[src/rtl/parcel_pkg.sv]
package parcel_pkg;

    // Output kind tags (values are part of the external contract)
    typedef enum logic [2:0] {
        K_ORD16  = 3'd0,
        K_LONG32 = 3'd1,
        K_JREL   = 3'd2,
        K_LDI    = 3'd3,
        K_ANNOT  = 3'd4,
        K_SHORT  = 3'd5
    } op_kind_e;

    // Classification of one parcel seen on its own
    typedef enum logic [1:0] {
        PC_ORD,
        PC_LONG_HEAD,
        PC_ALT_FIELD,
        PC_ALT_PAIR
    } parcel_class_e;

endpackage

[src/rtl/parcel_classify.sv]
module parcel_classify
    import parcel_pkg::*;
#(
    parameter int PARCEL_W = 16
) (
    input  logic [PARCEL_W-1:0]       parcel,
    output parcel_class_e             pclass,
    output op_kind_e                  field_kind,
    output logic [PARCEL_W-5:0]       field,
    output logic [(PARCEL_W-4)/2-1:0] slot_first,
    output logic [(PARCEL_W-4)/2-1:0] slot_second
);
    localparam int FIELD_W = PARCEL_W - 4;
    localparam int SLOT_W  = FIELD_W / 2;
    localparam int TOP     = PARCEL_W - 1;

    logic [1:0]        sub_sel;
    logic [SLOT_W-1:0] slots [2];

    assign sub_sel = parcel[TOP-2 -: 2];
    assign field   = parcel[FIELD_W-1:0];

    // Slot 0 is the upper half of the field and is issued first
    for (genvar g = 0; g < 2; g++) begin : g_slot
        assign slots[g] = field[FIELD_W-1-g*SLOT_W -: SLOT_W];
    end
    assign slot_first  = slots[0];
    assign slot_second = slots[1];

    always_comb begin
        field_kind = K_JREL;
        if (!parcel[TOP]) begin
            pclass = PC_ORD;
        end else if (parcel[TOP-1]) begin
            pclass = PC_LONG_HEAD;
        end else if (sub_sel == 2'b11) begin
            pclass = PC_ALT_PAIR;
        end else begin
            pclass = PC_ALT_FIELD;
            case (sub_sel)
                2'b00:   field_kind = K_JREL;
                2'b01:   field_kind = K_LDI;
                default: field_kind = K_ANNOT;
            endcase
        end
    end

endmodule

[src/rtl/parcel_zext.sv]
module parcel_zext #(
    parameter int IN_W  = 12,
    parameter int OUT_W = 32
) (
    input  logic [IN_W-1:0]  din,
    output logic [OUT_W-1:0] dout
);
    if (OUT_W > IN_W) begin : g_pad
        assign dout = {{(OUT_W-IN_W){1'b0}}, din};
    end else begin : g_cut
        assign dout = din[OUT_W-1:0];
    end
endmodule

[src/rtl/parcel_decoder.sv]
module parcel_decoder
    import parcel_pkg::*;
#(
    parameter int PARCEL_W = 16,
    parameter int OUT_W    = 32
) (
    input  logic                clk,
    input  logic                rst_n,
    input  logic                flush,
    input  logic                in_valid,
    output logic                in_ready,
    input  logic [PARCEL_W-1:0] in_data,
    output logic                out_valid,
    output logic [2:0]          out_kind,
    output logic [OUT_W-1:0]    out_payload
);
    localparam int FIELD_W = PARCEL_W - 4;
    localparam int SLOT_W  = FIELD_W / 2;
    localparam int LONG_W  = 2 * PARCEL_W;

    typedef struct packed {
        logic                have_hi;
        logic [PARCEL_W-1:0] hi;
        logic                pend;
        logic [SLOT_W-1:0]   pend_slot;
        logic                ovalid;
        op_kind_e            okind;
        logic [OUT_W-1:0]    opay;
    } state_t;

    state_t st_d, st_q;

    parcel_class_e     pclass;
    op_kind_e          field_kind;
    logic [FIELD_W-1:0] field;
    logic [SLOT_W-1:0] slot_a, slot_b;
    logic [OUT_W-1:0]  pay_ord, pay_field, pay_slot_a, pay_slot_b, pay_long;
    logic              take;

    parcel_classify #(.PARCEL_W(PARCEL_W)) u_classify (
        .parcel      (in_data),
        .pclass      (pclass),
        .field_kind  (field_kind),
        .field       (field),
        .slot_first  (slot_a),
        .slot_second (slot_b)
    );

    parcel_zext #(.IN_W(PARCEL_W), .OUT_W(OUT_W)) u_zx_ord  (.din(in_data),          .dout(pay_ord));
    parcel_zext #(.IN_W(FIELD_W),  .OUT_W(OUT_W)) u_zx_fld  (.din(field),            .dout(pay_field));
    parcel_zext #(.IN_W(SLOT_W),   .OUT_W(OUT_W)) u_zx_sa   (.din(slot_a),           .dout(pay_slot_a));
    parcel_zext #(.IN_W(SLOT_W),   .OUT_W(OUT_W)) u_zx_sb   (.din(st_q.pend_slot),   .dout(pay_slot_b));
    parcel_zext #(.IN_W(LONG_W),   .OUT_W(OUT_W)) u_zx_long (.din({st_q.hi, in_data}), .dout(pay_long));

    assign in_ready = !st_q.pend;
    assign take     = in_valid && in_ready && !flush;

    always_comb begin
        st_d        = st_q;
        st_d.ovalid = 1'b0;
        if (flush) begin
            st_d.have_hi = 1'b0;
            st_d.pend    = 1'b0;
        end else if (st_q.pend) begin
            st_d.pend   = 1'b0;
            st_d.ovalid = 1'b1;
            st_d.okind  = K_SHORT;
            st_d.opay   = pay_slot_b;
        end else if (take) begin
            if (st_q.have_hi) begin
                st_d.have_hi = 1'b0;
                st_d.ovalid  = 1'b1;
                st_d.okind   = K_LONG32;
                st_d.opay    = pay_long;
            end else begin
                case (pclass)
                    PC_ORD: begin
                        st_d.ovalid = 1'b1;
                        st_d.okind  = K_ORD16;
                        st_d.opay   = pay_ord;
                    end
                    PC_LONG_HEAD: begin
                        st_d.have_hi = 1'b1;
                        st_d.hi      = in_data;
                    end
                    PC_ALT_PAIR: begin
                        st_d.ovalid    = 1'b1;
                        st_d.okind     = K_SHORT;
                        st_d.opay      = pay_slot_a;
                        st_d.pend      = 1'b1;
                        st_d.pend_slot = slot_b;
                    end
                    default: begin
                        st_d.ovalid = 1'b1;
                        st_d.okind  = field_kind;
                        st_d.opay   = pay_field;
                    end
                endcase
            end
        end
    end

    always_ff @(posedge clk) begin
        if (!rst_n) begin
            st_q <= '0;
        end else begin
            st_q <= st_d;
        end
    end

    assign out_valid   = st_q.ovalid;
    assign out_kind    = st_q.okind;
    assign out_payload = st_q.opay;

    // a shortcut pair blocks the input for the following cycle
    p_pair_stalls_r5: assert property (@(posedge clk) disable iff (!rst_n)
        (take && !st_q.have_hi && in_data[PARCEL_W-1 -: 4] == 4'b1011) |=> !in_ready)
        else $error("input not stalled behind shortcut pair");

    // the waiting slot is issued the next cycle unless flushed
    p_second_slot_r4: assert property (@(posedge clk) disable iff (!rst_n)
        (!in_ready && !flush) |=> (out_valid && out_kind == 3'd5))
        else $error("second shortcut slot not issued");

    // a 32-bit head alone emits nothing
    p_head_silent_r6: assert property (@(posedge clk) disable iff (!rst_n)
        (take && !st_q.have_hi && in_data[PARCEL_W-1 -: 2] == 2'b11) |=> !out_valid)
        else $error("output after 32-bit head");

    // flush leaves no output and an open input
    p_flush_quiet_r8: assert property (@(posedge clk) disable iff (!rst_n)
        flush |=> (!out_valid && in_ready))
        else $error("activity after flush");

    // only defined kinds are produced
    p_kind_legal_r9: assert property (@(posedge clk) disable iff (!rst_n)
        out_valid |-> out_kind <= 3'd5)
        else $error("undefined kind");

    // short-field kinds keep the upper payload clear
    p_field_zext_r9: assert property (@(posedge clk) disable iff (!rst_n)
        (out_valid && out_kind >= 3'd2) |-> out_payload[OUT_W-1:FIELD_W] == '0)
        else $error("payload not zero-extended");

endmodule

[config.mk]
export PLATFORM = sky130hd
export DESIGN_NAME = parcel_decoder
export DESIGN_NICKNAME = d
export VERILOG_FILES = /design/src/rtl/parcel_pkg.sv /design/src/rtl/parcel_classify.sv /design/src/rtl/parcel_zext.sv /design/src/rtl/parcel_decoder.sv
export SDC_FILE = /design/constraint.sdc
export NUM_CORES = 1
export LEC_CHECK = 0
export BUFFER_PORTS_ARGS = -buffer_cell sky130_fd_sc_hd__buf_4
export CORE_MARGIN = 1.5
export CORE_UTILIZATION = 52
export DETAILED_ROUTE_END_ITERATION = 10
export GPL_TIMING_DRIVEN = 1
export PLACE_DENSITY = 0.77
export SLEW_MARGIN = 20
export SYNTH_ARGS = -nofsm -noshare
export SYNTH_HDL_FRONTEND = slang
export SYNTH_SLANG_ARGS = --single-unit
[constraint.sdc]
create_clock -name clk -period 1.6 [get_ports clk]
set_clock_uncertainty 0.1 [all_clocks]
set_input_delay 0.32 -clock clk [delete_from_list [all_inputs] [get_ports clk]]
set_output_delay 0.32 -clock clk [all_outputs]
set_load 0.05 [all_outputs]
* Word-level counts from Yosys, hierarchy flattened *
Cells that the tools add are included.

word-level totals
  input bits = 20
  output and inout port bits = 37
  logic and storage cells = 44
  bits in registers = 60

operators by class
  bitwise gates (word level) = 5
  equality and inequality tests = 5
  reduce and logical (&&, ||, !) cells = 13
  muxes and demuxes = 14

operators by type and width
  kind                count
  $mux 36             3
  $pmux 36 s3         1
  $mux 17             1
  $reduce_and 5->1    2
  $mux 3              3
  $mux 7              1
  $pmux 3 s2          1
  $not 1->1           5
  $reduce_or 5->1     1
  $eq 2x1->1 const B  2
  $eq 2x2->1 const B  2
  $logic_not 2->1     2
  $mux 2              2
  $ne 3x3->1 const B  1
  $reduce_and 3->1    1
  $logic_and 1x1->1   2
  $logic_not 1->1     2
  $mux 1              2
  $reduce_and 2->1    1
  $reduce_bool 2->1   1
  $reduce_or 2->1     1

* Longest topological paths before layout *
  depth after elaboration = 9
  gate-level depth with buffers = 6
  gate-level depth less buffers = 4

* Hierarchy *
From an unflattened synthesis, not the netlist that was laid out.

second synthesis, totals
  cell total of the unflattened synthesis = 644
  area, all modules = 5128.7 µm²

modules (own cells, without submodules)
  module                      times used  area an instance (µm²)  cells an instance
  parcel_decoder              1           3682.3                  450
  parcel_zext (u_zx_fld ...)  4           244.0                   33
  parcel_zext (u_zx_long)     1           240.2                   32
  parcel_classify             1           230.2                   30

* Least setup slack after synthesis *
OpenSTA, ideal clock, no wires.

  kind = register to register
  start = register st_q[42] in the netlist's numbering
  end = register st_q, in the netlist out_payload[0]
  setup time = 0.060 ns
  slack = 0.093 ns
  stages on the path, launching flop included = 4
  arrival time = 1.347 ns
  period minus slack after synthesis = 1.507 ns
  path through = dfxtp_1 -> inv_1 -> nor3_1 -> a221o_1

on the way
  cells in the longest elaborated chain, start to end = 5
  elaborated cells on any way between the ends = 7

RTL lines
  item                             line                   source
  start, declared                  parcel_decoder.sv:31   state_t st_d, st_q;
  start signal, assigned           parcel_decoder.sv:107  st_q <= st_d;
  $logic_not 1->1                  parcel_decoder.sv:55   assign in_ready = !st_q.pend;
  net in_ready                     parcel_decoder.sv:11   output logic in_ready,
  $logic_and 1x1->1 (2 in series)  parcel_decoder.sv:56   assign take = in_valid && in_ready && !flush;
  $reduce_bool 2->1 (no line)      -
  $reduce_and 3->1 (no line)       -

The timed path passes the listed nets, and every way through them passes these cells.
A chain may end at the register's enable or synchronous reset.

* Final worst setup path *
  start = register st_q[42] in the netlist's numbering
  end = output in_ready

on the way
  cells in the longest elaborated chain, start to end = 1

RTL lines
  item             line
  $logic_not 1->1  parcel_decoder.sv:55
  end, declared    parcel_decoder.sv:11

Every way passes these cells.

==> summary.txt <==
Worst setup path
  – Critical-path cell list: buf_4, inv_1, buf_4
  – CP peak stage delay: roughly 320 ps
  – Crit-path max FO: 3
  – R2R Path End: out_payload[23]$_SDFFE_PN0P_
  – CP Capture Type: primary output
  – Crit start category: register
  – CP dominant cell by count: buf_4
  – Required time of the critical path: 1180 ps
  – CP arrival: approximately 1100 ps
  – Crit path max-delay cell type: dfxtp_1
  – Worst R2R Start: st_q[59]$_SDFFE_PP0P_
  – R2R Setup Slk: 100 ps
  – Path depth of the worst reg2reg path: 4
  – WS Path Type: reg -> out

STA
  – Fin Hold WS: 86.7 ps
  – RSZ-0062 raised after global routing: false
  – Fin worst setup slack: 71.6 ps
  – Final hold viol count: 0
  – Worst-Margin Slew: 396 ps
  – Finish-stage setup viols: 0
  – Fin crit period: 1530 ps
  – FMAX: 0.654 GHz
  – Final period util: between 90% and 100%
  – Max Transition Viols Final: 0
  – Slew HR: 73.6%

GRT
  – First-pass GRT wire length: 8380 µm
  – Vias in the first global route: 1785
  – Initial antenna violation count: 0
  – GR Overflow Total: 0
  – GRT Total Usage: about a fifth
  – Largest net degree at the start of global routing: 29

Floorplan
  – Number of placement rows: 25
  – Die height: 72.6 µm
  – Core outline area: around 0.0047 mm²
  – I/O pin count: 57
  – Initial Utilization: 53.7%
  – Total die area: 0.00527 mm²
  – Die width: 72.6 µm

Yosys
  – Asr flop ratio synth: 0%
  – Synth top area cells: dfxtp_1, buf_4, a22o_1
  – Synth warn: 0
  – EDFF count, synth: 0
  – Syn Area/Cell: 9.50 µm²
  – Yosys top cell area share: roughly 48%
  – Synth Flop Type: dfxtp_1
  – Synth Register Bits: 60
  – Net Count, Synth: about 290
  – Register area share after synthesis: 47.7%
  – Unique masters post-synth: 38
  – Most area-hungry cell type in the Yosys netlist: dfxtp_1
  – Synthesized area: 0.00252 mm²
  – Cells after synthesis: 265

Clock network
  – CTS tree: yes
  – CTS sink count: 60
  – Hold Buf Count CTS: 0
  – Clock transition at the registers of the reported paths: around 60 ps
  – Deepest clock path buffer count: 2
  – CTS Buf Count: 9
  – H-tree Lvls: 3
  – Clock Tree Root: clkbuf_8
  – Worst skew pair latency: 330 ps

Job
  – Maxcap violations: 0

Placed design
  – PortBufs: 56
  – DP HPWL: about 3600 µm
  – GP Congestion: between 0.8 and 0.9
  – Placed insts: around 330
  – Pre-CTS setup slack: -85.7 ps

Power and ir drop
  – Clock network fraction of total power: about 40%
  – Cell-internal power: 2.40 mW
  – Switching pwr: 0.772 mW
  – Proportion of power drawn by flip-flops and latches: 48.7%
  – Sw frac: 24.4%
  – Leakage power: 1.22 nW
  – Pwr dens: ~1100 mW/mm²
  – Comb power frac: 10.3%
  – Peak VDD IR: 509 µV

Worst hold path
  – Hold Path Origin: flush
  – Tightest Hold Check Type: in -> reg
  – Hold path cells: 2
  – Hold-critical path endpoint: st_q[59]$_SDFFE_PP0P_

Status
  – Outcome: complete, no violations

Cells and area
  – Area Growth Syn to Fin: 16.9%
  – ANT cells: 0
  – Final #Nets: 312
  – Final std cells w/o fill: 350
  – Final Core Density: 62.8%
  – Layout cells sized above 1: around a third

Route
  – Antenna-violating nets left: 0
  – Via/cell ratio: about 5.5
  – Routed len/inst: 15.1 µm
  – DRC: 0
  – Final WL: ~5300 µm
  – DR iter-0 viols: approximately 180
  – DR vias: 1924
  – DRT Pass-1 Iters: 4
[worst max-delay path: cells and delay by family (launching register included)]
| family | cells | cell delay, ps |
|---|---|---|
| buf+inv | 3 | 460 |
| flops | 1 | 320 |
[metrics by stage]
step / TNS (ps) / power [mW] / cell area, µm²
global placement: -145 / 1.89 / 2740
finish: 0 / 3.17 / 2950
detailed placement: -1600 / 1.89 / 2740
global route: 0 / 3.27 / 2950
floorplan: 0 / 1.80 / 2520
CTS: 0 / 3.18 / 2930
[layout by cell type, fill, tap and decap left out, types with 2 or more instances in the layout]
cell / n
nand4_1: 6
a22o_1: 22
nand3_1: 6
clkbuf_1: 3
inv_2: 2
nand2b_1: 2
o21ai_1: 7
o21ai_0: 8
buf_4: 67
and3_1: 2
a21oi_1: 22
inv_1: 2
nor2_1: 11
a22oi_1: 3
clkbuf_8: 10
nand2_1: 35
a221o_1: 6
dfxtp_1: 60
[cells in the mapped netlist, drive strengths merged, types with 2 or more instances]
library cell	number
a211oi	2
a21oi	22
a221o	6
a22o	22
a22oi	3
and3	3
buf	48
clkbuf	4
dfxtp	60
inv	4
nand2	35
nand2b	3
nand3	7
nand4	7
nor2	12
nor3b	2
o21ai	15
[per-layer routing]
layer	global-route usage [%]	wire length (µm)	vias to the layer above
met1	26.4	2460	903
met2	33.0	2450	57
met5	0	0	-
met3	6.91	271	9
li1	-	-	955
met4	10.9	96	0
[flip-flops by register name (all words and copies together) (netlist names)]
register     flops
out_valid        1
out_payload     32
st_q            24
out_kind         3
[cell families (layout without fill, tap and decap cells)]
logic type / Yosys count / after routing / synth area share, %
DFF: 60 / 60 / 47.7
buffers and inverters: 56 / 87 / 15.1
AOI/OAI and AO/OA: 76 / 76 / 22.0
and+or+nand+nor: 73 / 73 / 15.3
[what timing repair did]
action | in CTS | in global routing
pin swaps | 0 | 1
gates resized for setup | 1 | 2
cloned | 0 | 0
buffers inserted | 0 | 1
setup endpoints to repair | 6 | 37
[worst max path at each step]
| stage | start | end | slack, ps | cells after the start |
|---|---|---|---|---|
| detailed placement | flush | out_payload[20]$_SDFFE_PN0P_ | -90 | 4 |
| global placement | flush | out_payload[19]$_SDFFE_PN0P_ | -10 | 4 |
| floorplan | st_q[42]$_SDFF_PP0_ | out_payload[0]$_SDFFE_PN0P_ | 90 | 3 |
| finish | st_q[42]$_SDFF_PP0_ | in_ready | 70 | 3 |
| global route | st_q[59]$_SDFFE_PP0P_ | st_q[49]$_SDFFE_PN0P_ | 20 | 6 |
| CTS | st_q[42]$_SDFF_PP0_ | out_payload[23]$_SDFFE_PN0P_ | 40 | 3 |
[power groups by stage]
stage / Sequential [mW] / Clock, mW / Combinational (mW)
6_report: 1.54 / 1.30 / 0.326
5_1_grt: 1.54 / 1.38 / 0.348
4_1_cts: 1.54 / 1.32 / 0.321
3_5_place_dp: 1.57 / 0 / 0.318
3_3_place_gp: 1.57 / 0 / 0.315
2_1_floorplan: 1.57 / 0 / 0.229
[area by class of cell]
cell class	count	area [µm²]
Sequential cell	60	1200
Fill cell	414	1750
Timing Repair Buffer	68	523
Inverter	4	15.0
Clock buffer	13	149
Multi-Input combinational cell	149	955
Tap cell	54	67.6
Clock inverter	2	35.0
No activity file was read; power rests on OpenSTA's default activity.
